### src/rtl/disp_host_regfile.sv
module disp_host_regfile #(
  parameter int DW       = 8,
  parameter int AW       = 8,
  parameter int NSEG     = 160,
  parameter int NREG     = 18,
  parameter int CTRL_IDX = 0,
  parameter int ADDR_IDX = 1,
  parameter int MEM_IDX  = 2
) (
  input  logic          clk,
  input  logic          rst_n,
  input  logic          cs_n,
  input  logic          rs,
  input  logic          wr_n,
  input  logic          rd_n,
  input  logic [DW-1:0] din,
  output logic [DW-1:0] dout,
  input  logic [AW-1:0] scan_col,
  output logic [AW-1:0] seg_idx,
  output logic          disp_on,
  output logic          standby,
  output logic          pwr_pin,
  output logic          amp_en,
  output logic          reverse,
  output logic          halt,
  output logic          seg_flip
);
  localparam int IW = $clog2(NREG);
  localparam int DEPTH = 1 << AW;
  localparam logic [IW-1:0] CTRL_I = IW'(CTRL_IDX);
  localparam logic [IW-1:0] ADDR_I = IW'(ADDR_IDX);
  localparam logic [IW-1:0] MEM_I  = IW'(MEM_IDX);
  localparam logic [AW-1:0] LAST_SEG = AW'(NSEG - 1);

  logic [2:0]    wr_sy, rd_sy;
  logic [IW-1:0] idx_q;
  logic [7:0]    ctrl_q;
  logic [AW-1:0] addr_q;
  logic [DW-1:0] dout_q;
  logic [DW-1:0] ram [DEPTH];

  always_ff @(posedge clk or negedge rst_n)
    if (!rst_n) begin
      wr_sy <= 3'b111;
      rd_sy <= 3'b111;
    end else begin
      wr_sy <= {wr_sy[1:0], wr_n};
      rd_sy <= {rd_sy[1:0], rd_n};
    end

  logic wr_evt, rd_evt, rd_act, mem_sel, rmw_on;
  assign wr_evt  = wr_sy[1] & ~wr_sy[2] & ~cs_n;
  assign rd_evt  = rd_sy[1] & ~rd_sy[2] & ~cs_n;
  assign rd_act  = ~rd_sy[1] & ~cs_n;
  assign mem_sel = rs && (idx_q == MEM_I);
  assign rmw_on  = ctrl_q[7];

  always_ff @(posedge clk or negedge rst_n)
    if (!rst_n) begin
      idx_q  <= '0;
      ctrl_q <= '0;
      addr_q <= '0;
      dout_q <= '0;
    end else begin
      dout_q <= (rd_act && mem_sel) ? ram[addr_q] : '0;
      if (wr_evt) begin
        if (!rs)
          idx_q <= din[IW-1:0];
        else if (idx_q == CTRL_I)
          ctrl_q <= din[7:0];
        else if (idx_q == ADDR_I)
          addr_q <= din[AW-1:0];
        else if (idx_q == MEM_I)
          addr_q <= addr_q + 1'b1;
      end else if (rd_evt && mem_sel && !rmw_on) begin
        addr_q <= addr_q + 1'b1;
      end
    end

  always_ff @(posedge clk)
    if (wr_evt && mem_sel) ram[addr_q] <= din;

  assign dout     = dout_q;
  assign disp_on  = ctrl_q[6] & ~ctrl_q[5];
  assign standby  = ctrl_q[5];
  assign pwr_pin  = ctrl_q[4];
  assign amp_en   = ctrl_q[3];
  assign reverse  = ctrl_q[2];
  assign halt     = ctrl_q[1];
  assign seg_flip = ctrl_q[0];
  assign seg_idx  = seg_flip ? LAST_SEG - scan_col : scan_col;
endmodule

### config.mk
export PLATFORM = sky130hd
export DESIGN_NAME = disp_host_regfile
export DESIGN_NICKNAME = d
export VERILOG_FILES = /design/src/rtl/disp_host_regfile.sv
export SDC_FILE = /design/constraint.sdc
export NUM_CORES = 2
export LEC_CHECK = 0
export BUFFER_PORTS_ARGS = -buffer_cell sky130_fd_sc_hd__buf_2
export CAP_MARGIN = 25
export CORE_MARGIN = 2
export CORE_UTILIZATION = 58
export DETAILED_ROUTE_END_ITERATION = 10
export HOLD_SLACK_MARGIN = 0.12
export PLACE_DENSITY = 0.78
export SYNTH_ARGS = -nofsm -noshare
export SYNTH_HDL_FRONTEND = slang
export SYNTH_SLANG_ARGS = --single-unit
export TNS_END_PERCENT = 30
### constraint.sdc
create_clock -name clk -period 4 [get_ports clk]
set_input_delay 0.4 -clock clk [delete_from_list [all_inputs] [get_ports clk]]
set_output_delay 0.4 -clock clk [all_outputs]
set_load 0.1 [all_outputs]
* Word-level counts from Yosys, hierarchy flattened *
Memories as Yosys holds them, arrays and structs flattened.
Cells that the tools add are included.

storage, ports and cells
  memories kept = 1
  bits in writable memories = 2,048
  register bits after elaboration = 35

operators by class
  $add $sub $neg = 2
  equality and inequality tests = 5
  multiplexer cells = 10
  bitwise gates (word level) = 12
  reduce and logical (&&, ||, !) cells = 11

memories
  memory  words  width  read ports  clocked after memory_dff  write ports  RTL line  RTL
  ram     256    8      1           0                         1            40        logic [DW-1:0] ram [DEPTH];

operators with widths
  kind                   count
  $mux W8                8
  $add A8 B1 Y8 const B  1
  $sub A8 B8 Y8 const A  1
  $and A1 B1 Y1          6
  $not A1 Y1             6
  $eq A5 B1 Y1 const B   1
  $eq A5 B2 Y1 const B   1
  $logic_and A1 B1 Y1    5
  $logic_not A5 Y1       1
  $ne A2 B2 Y1 const B   2
  $reduce_and A4 Y1      1
  $ne A3 B1 Y1 const B   1
  $reduce_and A3 Y1      1
  $mux W1                2
  $reduce_and A2 Y1      1
  $reduce_bool A2 Y1     1
  $logic_not A1 Y1       1

* Depth between registers and ports, before layout *
  depth after elaboration = 7
  depth in mapped cells = 12
  gate-level depth less buffers = 7

* Worst setup path after synthesis *
OpenSTA, ideal clock, no wires.

  path type = register to output
  start point = register ctrl_q[0]
  end point = output seg_idx[6]
  buffers on the path = 1
  cell stages (with the launch flop) = 3
  arrival = 3.216 ns
  path slack = 0.384 ns
  cell sequence = dfrtp_1 -> clkbuf_1 -> o21ai_0

between the ends
  cells in the longest elaborated chain, start to end = 1

ends and longest elaborated chain
  what                    RTL line  RTL
  start, declared         37        logic [7:0] ctrl_q;
  start signal, assigned  70        ctrl_q <= din[7:0];
  $mux W8                 91        assign seg_idx = seg_flip ? LAST_SEG - scan_col : scan_col;
  end, declared           19        output logic [AW-1:0] seg_idx,

Every way passes these cells.

* Worst setup path after layout *
  start point = register addr_q[1]
  end point = register dout_q[7], in the netlist dout[7]

between the ends
  cells in the longest elaborated chain, start to end = 2

ends and longest elaborated chain
  what                    RTL line  RTL
  start, declared         38        logic [AW-1:0] addr_q;
  start signal, assigned  72        addr_q <= din[AW-1:0];
  start signal, assigned  74        addr_q <= addr_q + 1'b1;
  start signal, assigned  76        addr_q <= addr_q + 1'b1;
  $mem_v2 Z256 W8         -
  $mux W8                 65        dout_q <= (rd_act && mem_sel) ? ram[addr_q] : '0;
  end signal, assigned    65
  end, declared           39        logic [DW-1:0] dout_q;

Every way passes these cells.
A chain may end at the register's enable or synchronous reset.

==> metrics.csv <==
metric,value,unit
crit_path_max_fanout,47,
critPathArrivalTime,4670,ps
insertion_delay,860,ps
cap_violations,0,
routed_wl,201000,um
maxSlewHeadroom,29.1,%
hold_path_depth,1,
outcome,completed,
dpl-instance-area,85700,sq um
powerDensity,565,nW/um^2
required,4680,ps
gp_congestion,0.968,
crit_top_cell,buf_4,
setup_tns,0,ps
crit_buf_inv,3,
synth.avg_cell_area,18.9,sq um
yosysWarnings,0,
r2r_cells,10,
synth_edf_count,2048,
ys_types,49,
hp-class,in -> reg,
die_w,378,um
cts-resized-gates,0,
hold_viol_final,0,
synth_top_area_share,75.8,%
grt_max_degree,142,
yosysSeqAreaShare,76.9,%
cts_sinks,2083,
grt_pass1_vias,43900,
grt_overflow,0,
drt_pass1_iterations,7,
min_period_over_period,99.7,%
cts_tree,yes,
worstHoldEndpoint,ram[68][0],
synth_common_cells,"edfxtp_1 (2048), mux2i_1 (443), nor2_1 (328)",
holdCritStartpoint,din[0],
core_area,139000,sq um
place.detailed.hpwl,121000,um
start_kind,flop,
ys_ff_latch,2083,
max_freq,0.251,GHz
worst_slew_pin_slew,1060,ps
synth_nets,4314,
min_period,3990,ps
cp_top_family,buffers and inverters,
clock_tree.root_cell,clkbuf_16,
setup_viol,0,
syn_area,81100,sq um
nNetsFinal,4675,
drc,0,
final_area,92200,sq um
leakage,29.5,nW
drive_gt1_share,20.9,%
place_inst,6315,
yosys-top-cells-area,"edfxtp_1 (76%), mux4_2 (7.8%), mux2i_1 (5.5%), nor2_1 (1.5%), o22ai_1 (1.0%)",
io_pins,45,
holdWs,138,ps
crit_path_top_delay_cell,dfrtp_4,
cts_buffers,195,
io_buffer_count,44,
htreeDepth,4,
vias_per_cell,6.60,
clk_pin_slew_worst_paths,60,ps
area_growth,13.6,%
peakVddDrop,0.536,mV
finClkSkew,68.2,ps
cp.depth,10,
worst-r2r-setup-slack,10,ps
layout_setup_ws,11.9,ps
row_count,137,
worstReg2RegStart,addr_q[1],
grt_use_total,28.5,%
clock_path_buffers,3,
netlist_instances,4287,
ant_nets,0,
die_h,378,um
grt_setup_unrepaired,false,
place_ws,142,ps
dieArea,143000,sq um
start_util,58.3,%
cpPeakStageDelay,890,ps
yosysMostFrequentCell,edfxtp_1,
critical_path_class,reg -> reg,
grt_pass1_wl,294000,um
crit_path_end_kind,flop,
drtIter0Drc,6674,
fin_cells,6681,
synthFlopType,edfxtp_1,
r2r_end,dout[7],
drv_slew,0,
synth_top_area_cell,edfxtp_1,
wl_per_cell,30.1,um
n_fill_cell,8752,
grt_antenna_before_repair,4,
crit_chain,"buf_4, mux4_2, nand3_1, nand4_1, a2111oi_0, buf_4, a21oi_1, nor3_1, buf_4, nand4_1",
async_reset_ff_share,1.68,%
route.vias.total,44100,
worst max path at each step:
stage,startpoint,end
4_1_cts,addr_q[1],dout[7]
3_3_place_gp,addr_q[1],dout[1]
6_report,addr_q[1],dout[7]
5_1_grt,addr_q[0],dout[7]
2_1_floorplan,ctrl_q[0],seg_idx[6]
3_5_place_dp,addr_q[1],dout[1]
per-layer routing:
metal	GRT usage [%]	vias up	routed length (um)
li1	-	18100	-
met1	39.3	22500	74400
met2	44.4	2945	96000
met3	6.51	502	22300
met4	11.7	6	8640
met5	0	-	44
power by group:
| part | internal [mW] | total, mW | switching (mW) |
|---|---|---|---|
| Sequential | 24.0 | 24.2 | 0.201 |
| Clock | 10.2 | 18.3 | 8.05 |
| Combinational | 4.17 | 9.65 | 5.48 |
| Total | 38.4 | 52.1 | 13.7 |
through the flow:
| step | util (%) | power [mW] |
|---|---|---|
| 6_report | 66.2 | 52.1 |
| 5_1_grt | 66.2 | 53.5 |
| 4_1_cts | 66.2 | 52.2 |
| 3_5_place_dp | 61.6 | 34.2 |
| 3_3_place_gp | 61.6 | 34.1 |
| 2_1_floorplan | - | 31.6 |
registers in the layout, indices dropped and copies added (netlist names):
signal and flops:
addr_q 8, ctrl_q 8, wr_sy 3, idx_q 5
rd_sy 3, dout 8, ram 2048
layout make-up:
type,count,area (sq um),area share (%)
Clock buffer,240,5100,5.53
Inverter,6,22.5,0.0244
Antenna cell,2,5.00,0.00543
Sequential cell,2083,62400,67.7
Timing Repair Buffer,430,3620,3.93
Multi-Input combinational cell,1932,17500,19.0
Clock inverter,112,1210,1.31
Tap cell,1876,2350,2.55
kinds of logic after synthesis:
family / share of synthesized area [%]
AND/OR/NAND/NOR: 4.28
adder cells (fa/ha/maj): 0.0771
buffers and inverters: 1.63
flip-flops: 76.9
multiplexers: 13.4
AO/OA/AOI/OAI: 3.64
XOR/XNOR: 0.0648
repair_timing:
action | 4_1_cts | 5_1_grt
endpoints found under the setup margin | 0 | 0
buffers inserted | 0 | 0
hold endpoints to repair | 216 | 0
hold buffers | 12 | 0
layout by cell type (no fill, tap or decap), types with 44 or more instances in the layout:
cell       Yosys  layout
edfxtp_1    2048    2048
mux2i_1      443     443
buf_4         45     339
nor2_1       328     326
mux4_2       280     280
clkbuf_16      0     195
nand3_1      136     136
o22ai_1      130     130
nand2_1      102     102
a221oi_1      61      61
o21ai_0       58      58
nor2b_1       45      44
worst register-to-register path, delay by kind of cell, from the launching register on:
family	cells	cell delay, ps
buf+inv	3	960
flops	1	890
compound gates	2	840
simple gates	4	690
mux	1	430
Power figures use the tool's default switching activity.
